**src/rtl/tmb_pkg.sv**
```systemverilog
package tmb_pkg;
  localparam int unsigned NUM_P = 3;

  typedef enum logic [1:0] {
    P_NIB = 2'd0,
    P_IRQ = 2'd1,
    P_SER = 2'd2
  } persona_e;

  function automatic persona_e decode_mode(input logic [1:0] b);
    if (b[1])      return P_SER;
    else if (b[0]) return P_IRQ;
    else           return P_NIB;
  endfunction
endpackage

```
**src/rtl/tmb_mode_reg.sv**
```systemverilog
module tmb_mode_reg #(
  parameter int unsigned          ADDR_W  = 16,
  parameter int unsigned          MODE_W  = 3,
  parameter int unsigned          SEL_BIT = 8,
  parameter logic [ADDR_W-1:0]    WIN_LO  = 'h4020,
  parameter logic [ADDR_W-1:0]    WIN_HI  = 'h5FFF
) (
  input  logic              clk_i,
  input  logic              rst_ni,
  input  logic              we_i,
  input  logic [ADDR_W-1:0] addr_i,
  input  logic [MODE_W-1:0] data_i,
  output logic [MODE_W-1:0] mode_o,
  output logic              chg_o
);
  logic              hit;
  logic [MODE_W-1:0] mode_q;

  assign hit = we_i && (addr_i >= WIN_LO) && (addr_i <= WIN_HI) && addr_i[SEL_BIT];

  always_ff @(posedge clk_i or negedge rst_ni) begin
    if (!rst_ni)  mode_q <= '0;
    else if (hit) mode_q <= data_i;
  end

  // personality entry: only the selector bits count
  assign chg_o  = hit && (data_i[1:0] != mode_q[1:0]);
  assign mode_o = mode_q;
endmodule

```
**src/rtl/tmb_init_seq.sv**
```systemverilog
module tmb_init_seq
  import tmb_pkg::*;
(
  input  logic             clk_i,
  input  logic             rst_ni,
  input  logic             chg_i,
  input  persona_e         new_p_i,
  input  persona_e         cur_p_i,
  output logic [NUM_P-1:0] init_o,
  output logic             ser_rst_wr_o,
  output logic             nib_fill_o
);
  logic             boot_q;
  logic [NUM_P-1:0] pend_q;
  logic [NUM_P-1:0] init_q;
  logic             ser_ent_q;
  logic             ser_q;
  logic             fill_q;
  logic             ent_v;
  persona_e         ent_p;

  // a write entry takes the edge over the boot entry
  always_comb begin
    ent_v = chg_i | boot_q;
    ent_p = chg_i ? new_p_i : cur_p_i;
  end

  always_ff @(posedge clk_i or negedge rst_ni) begin
    if (!rst_ni) boot_q <= 1'b1;
    else         boot_q <= 1'b0;
  end

  for (genvar p = 0; p < NUM_P; p++) begin : g_pend
    logic hit_p;
    assign hit_p = ent_v && (int'(ent_p) == p);

    always_ff @(posedge clk_i or negedge rst_ni) begin
      if (!rst_ni) begin
        pend_q[p] <= 1'b1;
        init_q[p] <= 1'b0;
      end else begin
        init_q[p] <= hit_p && pend_q[p];
        if (hit_p) pend_q[p] <= 1'b0;
      end
    end
  end

  always_ff @(posedge clk_i or negedge rst_ni) begin
    if (!rst_ni) begin
      ser_ent_q <= 1'b0;
      ser_q     <= 1'b0;
      fill_q    <= 1'b0;
    end else begin
      ser_ent_q <= ent_v && (ent_p == P_SER);
      ser_q     <= ser_ent_q;
      fill_q    <= init_q[int'(P_NIB)];
    end
  end

  assign init_o       = init_q;
  assign ser_rst_wr_o = ser_q;
  assign nib_fill_o   = fill_q;
endmodule

```
**src/rtl/tmb_bank_mask.sv**
```systemverilog
module tmb_bank_mask #(
  parameter int unsigned W     = 6,
  parameter int unsigned SHIFT = 1
) (
  input  logic [W-1:0] bank_i,
  input  logic [W-1:0] mask_i,
  input  logic [W-1:0] or_i,
  input  logic         shift_i,
  output logic [W-1:0] bank_o
);
  logic [W-1:0] mask_eff;
  logic [W-1:0] or_eff;

  always_comb begin
    mask_eff = shift_i ? (mask_i >> SHIFT) : mask_i;
    or_eff   = shift_i ? (or_i >> SHIFT) : or_i;
    bank_o   = (bank_i & mask_eff) | (or_eff & ~mask_eff);
  end
endmodule

```
**src/rtl/tri_mode_bank_ctrl.sv**
```systemverilog
module tri_mode_bank_ctrl
  import tmb_pkg::*;
#(
  parameter int unsigned PRG_W     = 6,
  parameter int unsigned CHR_W     = 9,
  parameter int unsigned PRG_SHIFT = 1,
  parameter int unsigned CHR_SHIFT = 2,
  parameter int unsigned MODE_W    = 3,
  localparam int unsigned CHR_IN_W = CHR_W - 1
) (
  input  logic                clk_i,
  input  logic                rst_ni,
  input  logic                cpu_we_i,
  input  logic [15:0]         cpu_addr_i,
  input  logic [MODE_W-1:0]   cpu_data_i,
  input  logic [PRG_W-1:0]    nib_prg_i,
  input  logic [CHR_IN_W-1:0] nib_chr_i,
  input  logic [PRG_W-1:0]    irq_prg_i,
  input  logic [CHR_IN_W-1:0] irq_chr_i,
  input  logic [PRG_W-1:0]    ser_prg_i,
  input  logic [CHR_IN_W-1:0] ser_chr_i,
  output logic [1:0]          sel_o,
  output logic [PRG_W-1:0]    prg_bank_o,
  output logic [CHR_W-1:0]    chr_bank_o,
  output logic [NUM_P-1:0]    init_o,
  output logic                ser_rst_wr_o,
  output logic                nib_fill_o
);
  localparam logic [PRG_W-1:0] PRG_MASK = '1;
  localparam logic [PRG_W-1:0] PRG_OR   = '0;
  localparam logic [CHR_W-1:0] CHR_MASK = {1'b0, {CHR_IN_W{1'b1}}};

  logic [MODE_W-1:0]   mode;
  logic                chg;
  persona_e            cur_p;
  persona_e            new_p;
  logic                is_ser;
  logic [PRG_W-1:0]    prg_sel;
  logic [CHR_IN_W-1:0] chr_sel;
  logic [CHR_W-1:0]    chr_or;

  tmb_mode_reg #(
    .ADDR_W (16),
    .MODE_W (MODE_W),
    .SEL_BIT(8),
    .WIN_LO (16'h4020),
    .WIN_HI (16'h5FFF)
  ) u_mode (
    .clk_i (clk_i),
    .rst_ni(rst_ni),
    .we_i  (cpu_we_i),
    .addr_i(cpu_addr_i),
    .data_i(cpu_data_i),
    .mode_o(mode),
    .chg_o (chg)
  );

  assign cur_p  = decode_mode(mode[1:0]);
  assign new_p  = decode_mode(cpu_data_i[1:0]);
  assign is_ser = (cur_p == P_SER);

  tmb_init_seq u_init (
    .clk_i       (clk_i),
    .rst_ni      (rst_ni),
    .chg_i       (chg),
    .new_p_i     (new_p),
    .cur_p_i     (cur_p),
    .init_o      (init_o),
    .ser_rst_wr_o(ser_rst_wr_o),
    .nib_fill_o  (nib_fill_o)
  );

  always_comb begin
    unique case (cur_p)
      P_IRQ: begin
        prg_sel = irq_prg_i;
        chr_sel = irq_chr_i;
      end
      P_SER: begin
        prg_sel = ser_prg_i;
        chr_sel = ser_chr_i;
      end
      default: begin
        prg_sel = nib_prg_i;
        chr_sel = nib_chr_i;
      end
    endcase
  end

  // mode bit 2 is the upper CHR half, placed just above the base mask
  assign chr_or = {mode[2], {CHR_IN_W{1'b0}}};

  tmb_bank_mask #(.W(PRG_W), .SHIFT(PRG_SHIFT)) u_prg_mask (
    .bank_i (prg_sel),
    .mask_i (PRG_MASK),
    .or_i   (PRG_OR),
    .shift_i(is_ser),
    .bank_o (prg_bank_o)
  );

  tmb_bank_mask #(.W(CHR_W), .SHIFT(CHR_SHIFT)) u_chr_mask (
    .bank_i ({1'b0, chr_sel}),
    .mask_i (CHR_MASK),
    .or_i   (chr_or),
    .shift_i(is_ser),
    .bank_o (chr_bank_o)
  );

  assign sel_o = cur_p;
endmodule

```
**config.mk**
```make
export PLATFORM = sky130hd
export DESIGN_NAME = tri_mode_bank_ctrl
export DESIGN_NICKNAME = d
export VERILOG_FILES = /design/src/rtl/tmb_pkg.sv /design/src/rtl/tmb_mode_reg.sv /design/src/rtl/tmb_init_seq.sv /design/src/rtl/tmb_bank_mask.sv /design/src/rtl/tri_mode_bank_ctrl.sv
export SDC_FILE = /design/constraint.sdc
export NUM_CORES = 1
export LEC_CHECK = 0
export ABC_AREA = 1
export BUFFER_PORTS_ARGS = -buffer_cell sky130_fd_sc_hd__buf_2
export CAP_MARGIN = 20
export CORE_MARGIN = 2
export CORE_UTILIZATION = 36
export CTS_BUF_LIST = sky130_fd_sc_hd__clkbuf_8 sky130_fd_sc_hd__clkbuf_16
export CTS_CLUSTER_DIAMETER = 200
export CTS_CLUSTER_SIZE = 40
export DETAILED_ROUTE_END_ITERATION = 10
export PLACE_DENSITY = 0.83
export SLEW_MARGIN = 20
export SYNTH_ARGS = -nofsm -noshare
export SYNTH_HDL_FRONTEND = slang
export SYNTH_SLANG_ARGS = --single-unit
```
**constraint.sdc**
```tcl
create_clock -name clk_i -period 2.09 [get_ports clk_i]
set_clock_uncertainty 0.2 [all_clocks]
set_input_delay 0.418 -clock clk_i [delete_from_list [all_inputs] [get_ports clk_i]]
set_output_delay 0.418 -clock clk_i [all_outputs]
set_load 0.05 [all_outputs]
```
Yosys cells after proc, flatten, opt, wreduce, memory -nomap -nowiden
Index checks and enable logic that the tools add are counted.
{ "op_classes": {"n_eq_ne": 6, "order_cmp": 2, "reduce_logical": 12, "n_mux": 10, "n_bitwise": 6} }
{ "ops": {"columns": ["operator", "n"], "rows": [
  ["$ge A16 B15 Y1 const B", 1],
  ["$le A16 B15 Y1 const B", 1],
  ["$pmux W8 S2", 1],
  ["$pmux W6 S2", 1],
  ["$logic_and A1 B1 Y1", 11],
  ["$and A8 B9 Y9", 1],
  ["$and A9 B9 Y9", 1],
  ["$mux W9", 1],
  ["$not A9 Y9", 1],
  ["$or A9 B9 Y9", 1],
  ["$eq A2 B2 Y1 const B", 4],
  ["$mux W8", 1],
  ["$and A6 B6 Y6", 1],
  ["$mux W2", 3],
  ["$mux W6", 1],
  ["$eq A2 B1 Y1 const B", 1],
  ["$logic_not A2 Y1", 1],
  ["$mux W1", 2],
  ["$ne A2 B2 Y1", 1],
  ["$or A1 B1 Y1", 1]
]} }
{ "word_totals": {"out_inout_bits": 22, "word_cells": 47, "regBits": 13} }

Longest topological paths before layout
{ "depth": {"word_depth": 9, "ltp_mapped": 10, "depth_no_buf": 9} }

By module
A second synthesis with hierarchy kept.
{ "unflattened": {"hier_cells": 262, "area_unflattened_um2": 1468.9} }
{ "modules_own_cells": {"columns": ["module", "seq_area_each_um2", "cells_per_inst", "area_per_inst_um2", "instances"], "rows": [
  ["tmb_init_seq", 255.2, 39, 397.9, 1],
  ["tri_mode_bank_ctrl", 0.0, 71, 389.1, 1],
  ["tmb_bank_mask at u_chr_mask", 0.0, 70, 287.8, 1],
  ["tmb_mode_reg", 75.1, 35, 205.2, 1],
  ["tmb_bank_mask at u_prg_mask", 0.0, 47, 188.9, 1]
]} }

Worst setup path after synthesis
Ideal clock, no wire load.
{ "synth_timing": {"path_type": "register to output", "start": "register u_mode.mode_q[1] (netlist: u_mode.mode_o[1])", "end": "output chr_bank_o[0]", "stages_incl_launch_ff": 6, "path_slack_ps": -46, "arrival_ps": 1518, "cell_sequence": "dfrtp_1 > buf_6 > nor2_2 > buf_2 > nand2_1 > nand3_1"} }
{ "synth_via": {"elab_chain_len": 5, "elab_cells_between_ends": 6, "classes_between": "eq/ne: 2; mux: 2; bitwise: 2"} }
{ "synth_lines": {"columns": ["item", "line_no", "text"], "rows": [
  ["start: declaration", "tmb_mode_reg.sv:17", "logic [MODE_W-1:0] mode_q;"],
  ["start signal: assignment", "tmb_mode_reg.sv:23", "else if (hit) mode_q <= data_i;"],
  ["$mux W2 (*)", "tmb_pkg.sv:11", "if (b[1]) return P_SER;"],
  ["net sel_o[0]", "tri_mode_bank_ctrl.sv:22", "output logic [1:0] sel_o,"],
  ["$eq A2 B2 Y1 / $eq A2 B1 Y1 (equally long branches)", "tri_mode_bank_ctrl.sv:74", "unique case (cur_p)"],
  ["$pmux W8 S2 (*)", "tri_mode_bank_ctrl.sv:74", null],
  ["$and A8 B9 Y9 (*)", "tmb_bank_mask.sv:17", "bank_o = (bank_i & mask_eff) | (or_eff & ~mask_eff);"],
  ["$or A9 B9 Y9 (*)", "tmb_bank_mask.sv:17", null],
  ["end: declaration", "tri_mode_bank_ctrl.sv:24", "output logic [CHR_W-1:0] chr_bank_o,"]
]} }
Mark *: on every way through the listed nets, which the timed path passes. The rest lies on a longest branch.

Worst setup path after layout
{ "layout_timing": {"start": "register u_mode.mode_q[1] (netlist: u_mode.mode_o[1])", "end": "output chr_bank_o[7]"} }
{ "layout_via": {"elab_chain_len": 6, "elab_cells_between_ends": 9, "classes_between": "eq/ne: 2; mux: 3; bitwise: 4"} }
{ "layout_lines": {"columns": ["item", "line_no", "text"], "rows": [
  ["$mux W2 (*)", "tmb_pkg.sv:11", null],
  ["$eq A2 B2 Y1", "tri_mode_bank_ctrl.sv:60, tri_mode_bank_ctrl.sv:74", null],
  ["$mux W8", "tmb_bank_mask.sv:15", "mask_eff = shift_i ? (mask_i >> SHIFT) : mask_i;"],
  ["$not A9 Y9", "tmb_bank_mask.sv:17", null],
  ["$and A9 B9 Y9", "tmb_bank_mask.sv:17", null],
  ["$or A9 B9 Y9 (*)", "tmb_bank_mask.sv:17", null]
]} }
Every way passes the cells marked *; elsewhere a longest branch is shown, timed or not.

==> flow_summary.toml <==
[outcome]
outcome = "complete, no violations"

[synthesis]
yosys_warnings = 0
ys_types = 20
postSynth.asyncResetShare_pct = 100.0
synthDominantAreaCellType = "dfrtp_1"
avgSynthCellArea_um2 = 6.780
synthCells = 117
synth.yosys.seq_area_share_pct = 41.64
main_area_contributors_after_synthesis = "dfrtp_1, nand2_1, dfstp_2, nand3_1, inv_1"
mappedNetlistNets = 181
postSynthRegisterBits = 13
synth_edf_count = 0
postSynth.topFlopCell = "dfrtp_1"
synthesis.area_um2 = 793.3
synth_top_cells_by_count = "nand2_1, nand3_1, inv_1, dfrtp_1, nor2_1"
yosysTopAreaCellShare_pct = 28.39
most_common_cell_in_the_netlist = "nand2_1"

[worst_setup_path]
timing.reg2reg.worst_path_depth = 9
rr_endpoint = "u_init.init_o[1]"
critPathRequiredTime_ns = 1.47
critical_path_arrival_ns = 1.41
worst_setup_path_start_kind = "flip-flop"
timing.rr.start = "u_mode.mode_o[1]"
critPathKind = "reg2out"
worstSetupEndpointType = "output pin"
critical_path.max_fanout = 14
rrSetupSlack_ns = 0.71

[layout]
layout-drive-gt1-share_pct = 52.36
multiInputGateArea_um2 = 426.7
syn_to_final_growth_pct = 66.72
ff_latch_area_um2 = 331.6
diodes = 0
finish.net_count = 256
n_fill_cell = 168
final_util_pct = 65.41

[global_route]
maximum_number_of_pins_on_one_net_before_global_route_repair = 15
grt.overflow.total = 0
grt_pass1_vias = 921
grt_antenna_before_repair = 0
global_route_wire_length_before_repair_um = 3588
grt_util_all_layers_pct = 17.79

[drt]
detail_route.wl_per_cell_um = 10.90
wirelength_um = 2376
first_pass_iters = 2
antenna_left = 0
met3RoutedLength_um = 240
maxUsedRoutingLayer = "met3"
num_vias = 1021
drc = 0
drt_first_iter_violations = 8
post_drt_via_cell_ratio = 4.683
met2_wirelength_um = 1266
met1_length_um = 869

[placement]
place_congestion = 0.8007
detailedPlace.worstSlack_ns = 0.2210
port_buffers = 70
dp_hpwl_um = 1774

[timing]
final-hold-violation-count = 0
fraction_of_the_cycle_the_final_worst_path_needs_pct = 96.84
setup_viol_count_final = 0
grt_setup_unrepaired = "true"
layout_setup_ws_ns = 0.06608
finalWorstPathRequiredPeriod_ns = 2.024
maxClockFrequency_ghz = 0.4941
final_count_of_pins_violating_max_slew = 0

[cts]
max-clock-path-buffers = 2
tritoncts_clock_tree = "done"
cts-root-buf = "clkbuf_8"
clock_tree.htree_level_count = 1
cts-buffers-inserted = 3
postCtsSetupBuffers = 0
clk-insertion-delay-late_ns = 0.24
tritoncts_num_sinks = 13
cts.reportedPaths.clkPinSlew_ns = 0.05

[die]
die_h_um = 50.94
fp.dieArea_um2 = 2595
dieWidth_um = 50.94
core-area_um2 = 2022
core.rowCount = 16
floorplan.initialDensity_pct = 39.23
num_io_pins = 86

[min_path]
hold-path-cell-count = 0
hold_start = "u_init.ser_ent_q"
worstHoldPathType = "reg2reg"
hold-path-endpoint = "u_init.ser_rst_wr_o"

[pwr]
power_leakage_uw = 0.0007716
powerDensity_nw_per_um2 = 881.5
combinationalPowerShare_pct = 56.2
peakVddDrop_uv = 735.3
swShare_pct = 46.96
clock_power_share_pct = 18.2
seq_power_share_pct = 25.7
total_switching_power_uw = 547.5
internal_power_uw = 618.3
p_total_uw = 1166

[flow_run]
max_cap_violations = 0
==> power by group through the flow <==
stage	clock, uW	combinational, uW	sequential, uW
6_report	212	655	299
5_1_grt	234	697	302
4_1_cts	220	639	297
3_5_place_dp	0	597	301
3_3_place_gp	0	585	300
2_1_floorplan	0	451	304
==> sequential cells by signal, summed over array words and instances, names as in the netlist <==
signal and count:
u_init.init_o 3, u_mode.mode_o 3, u_init.pend_q 3, u_init.nib_fill_o 1
u_init.ser_ent_q 1, u_init.boot_q 1, u_init.ser_rst_wr_o 1
==> layout by cell type, fill, tap and decap left out, types with 2 or more instances in the layout <==
cell	n
buf_4	15
nor2_2	2
dfrtp_1	8
a22o_1	2
nand3_1	4
nor2_1	7
nand3_2	9
nand2_2	2
inv_2	3
buf_6	3
clkbuf_8	3
o21ai_0	3
nand2_1	52
buf_2	56
inv_1	11
dfstp_2	4
==> repair_timing <==
item                                   CTS  global route
gates cloned                             0             1
hold buffers                             1             0
endpoints found under the hold margin    9             0
resized for setup                       14             6
setup endpoints to repair               14            14
==> through the flow <==
stage	cells	hold WS, ns	instance area (um2)	setup TNS [ns]
after floorplan	117	-0.07759	838.3	0
final	218	0.1536	1323	0
after CTS	217	0.1586	1300	0
after detailed placement	212	0.1068	1210	0
after global routing	218	0.1632	1323	-0.02572
after global placement	212	0.1003	1210	0
==> per-layer routing <==
metal / vias to the layer above / global-route usage (%)
li1: 506 / -
met1: 465 / 17.41
met2: 50 / 35.06
met3: 0 / 5.556
met4: 0 / 4.955
met5: - / 0
==> cell type report <==
class	instances	share of cell area, %
tap	27	2.554
multi-input combinational	86	32.26
clock buffer	3	3.122
clock inverter	1	0.2838
inverter	13	3.690
timing repair buffer	75	33.02
sequential	13	25.07
==> worst max-delay path by stage <==
| stage | start | to | slack (ns) | cells after the start |
|---|---|---|---|---|
| floorplan | u_mode.mode_o[1] | chr_bank_o[0] | 0.08 | 5 |
| global placement | u_mode.mode_o[1] | chr_bank_o[7] | 0.25 | 4 |
| detailed placement | u_mode.mode_o[1] | chr_bank_o[7] | 0.22 | 4 |
| CTS | u_mode.mode_o[1] | chr_bank_o[7] | 0.02 | 4 |
| global route | u_mode.mode_o[1] | chr_bank_o[6] | -0.02 | 5 |
| finish | u_mode.mode_o[1] | chr_bank_o[7] | 0.07 | 4 |
==> worst max-delay path: stages (launching register included) <==
cell     delay, ns
dfrtp_2       0.46
nor2_2        0.19
buf_6         0.18
a22o_1        0.15
buf_4         0.20
==> logic make-up (layout without fill, tap and decap cells) <==
logic type | Yosys count | count (layout) | synth area share (%)
compound gates | 7 | 7 | 5.678
buf+inv | 18 | 92 | 10.57
flops | 13 | 13 | 41.64
simple gates | 78 | 78 | 41.64
other cells | 1 | 1 | 0.4727
Power figures use the tool's default switching activity.
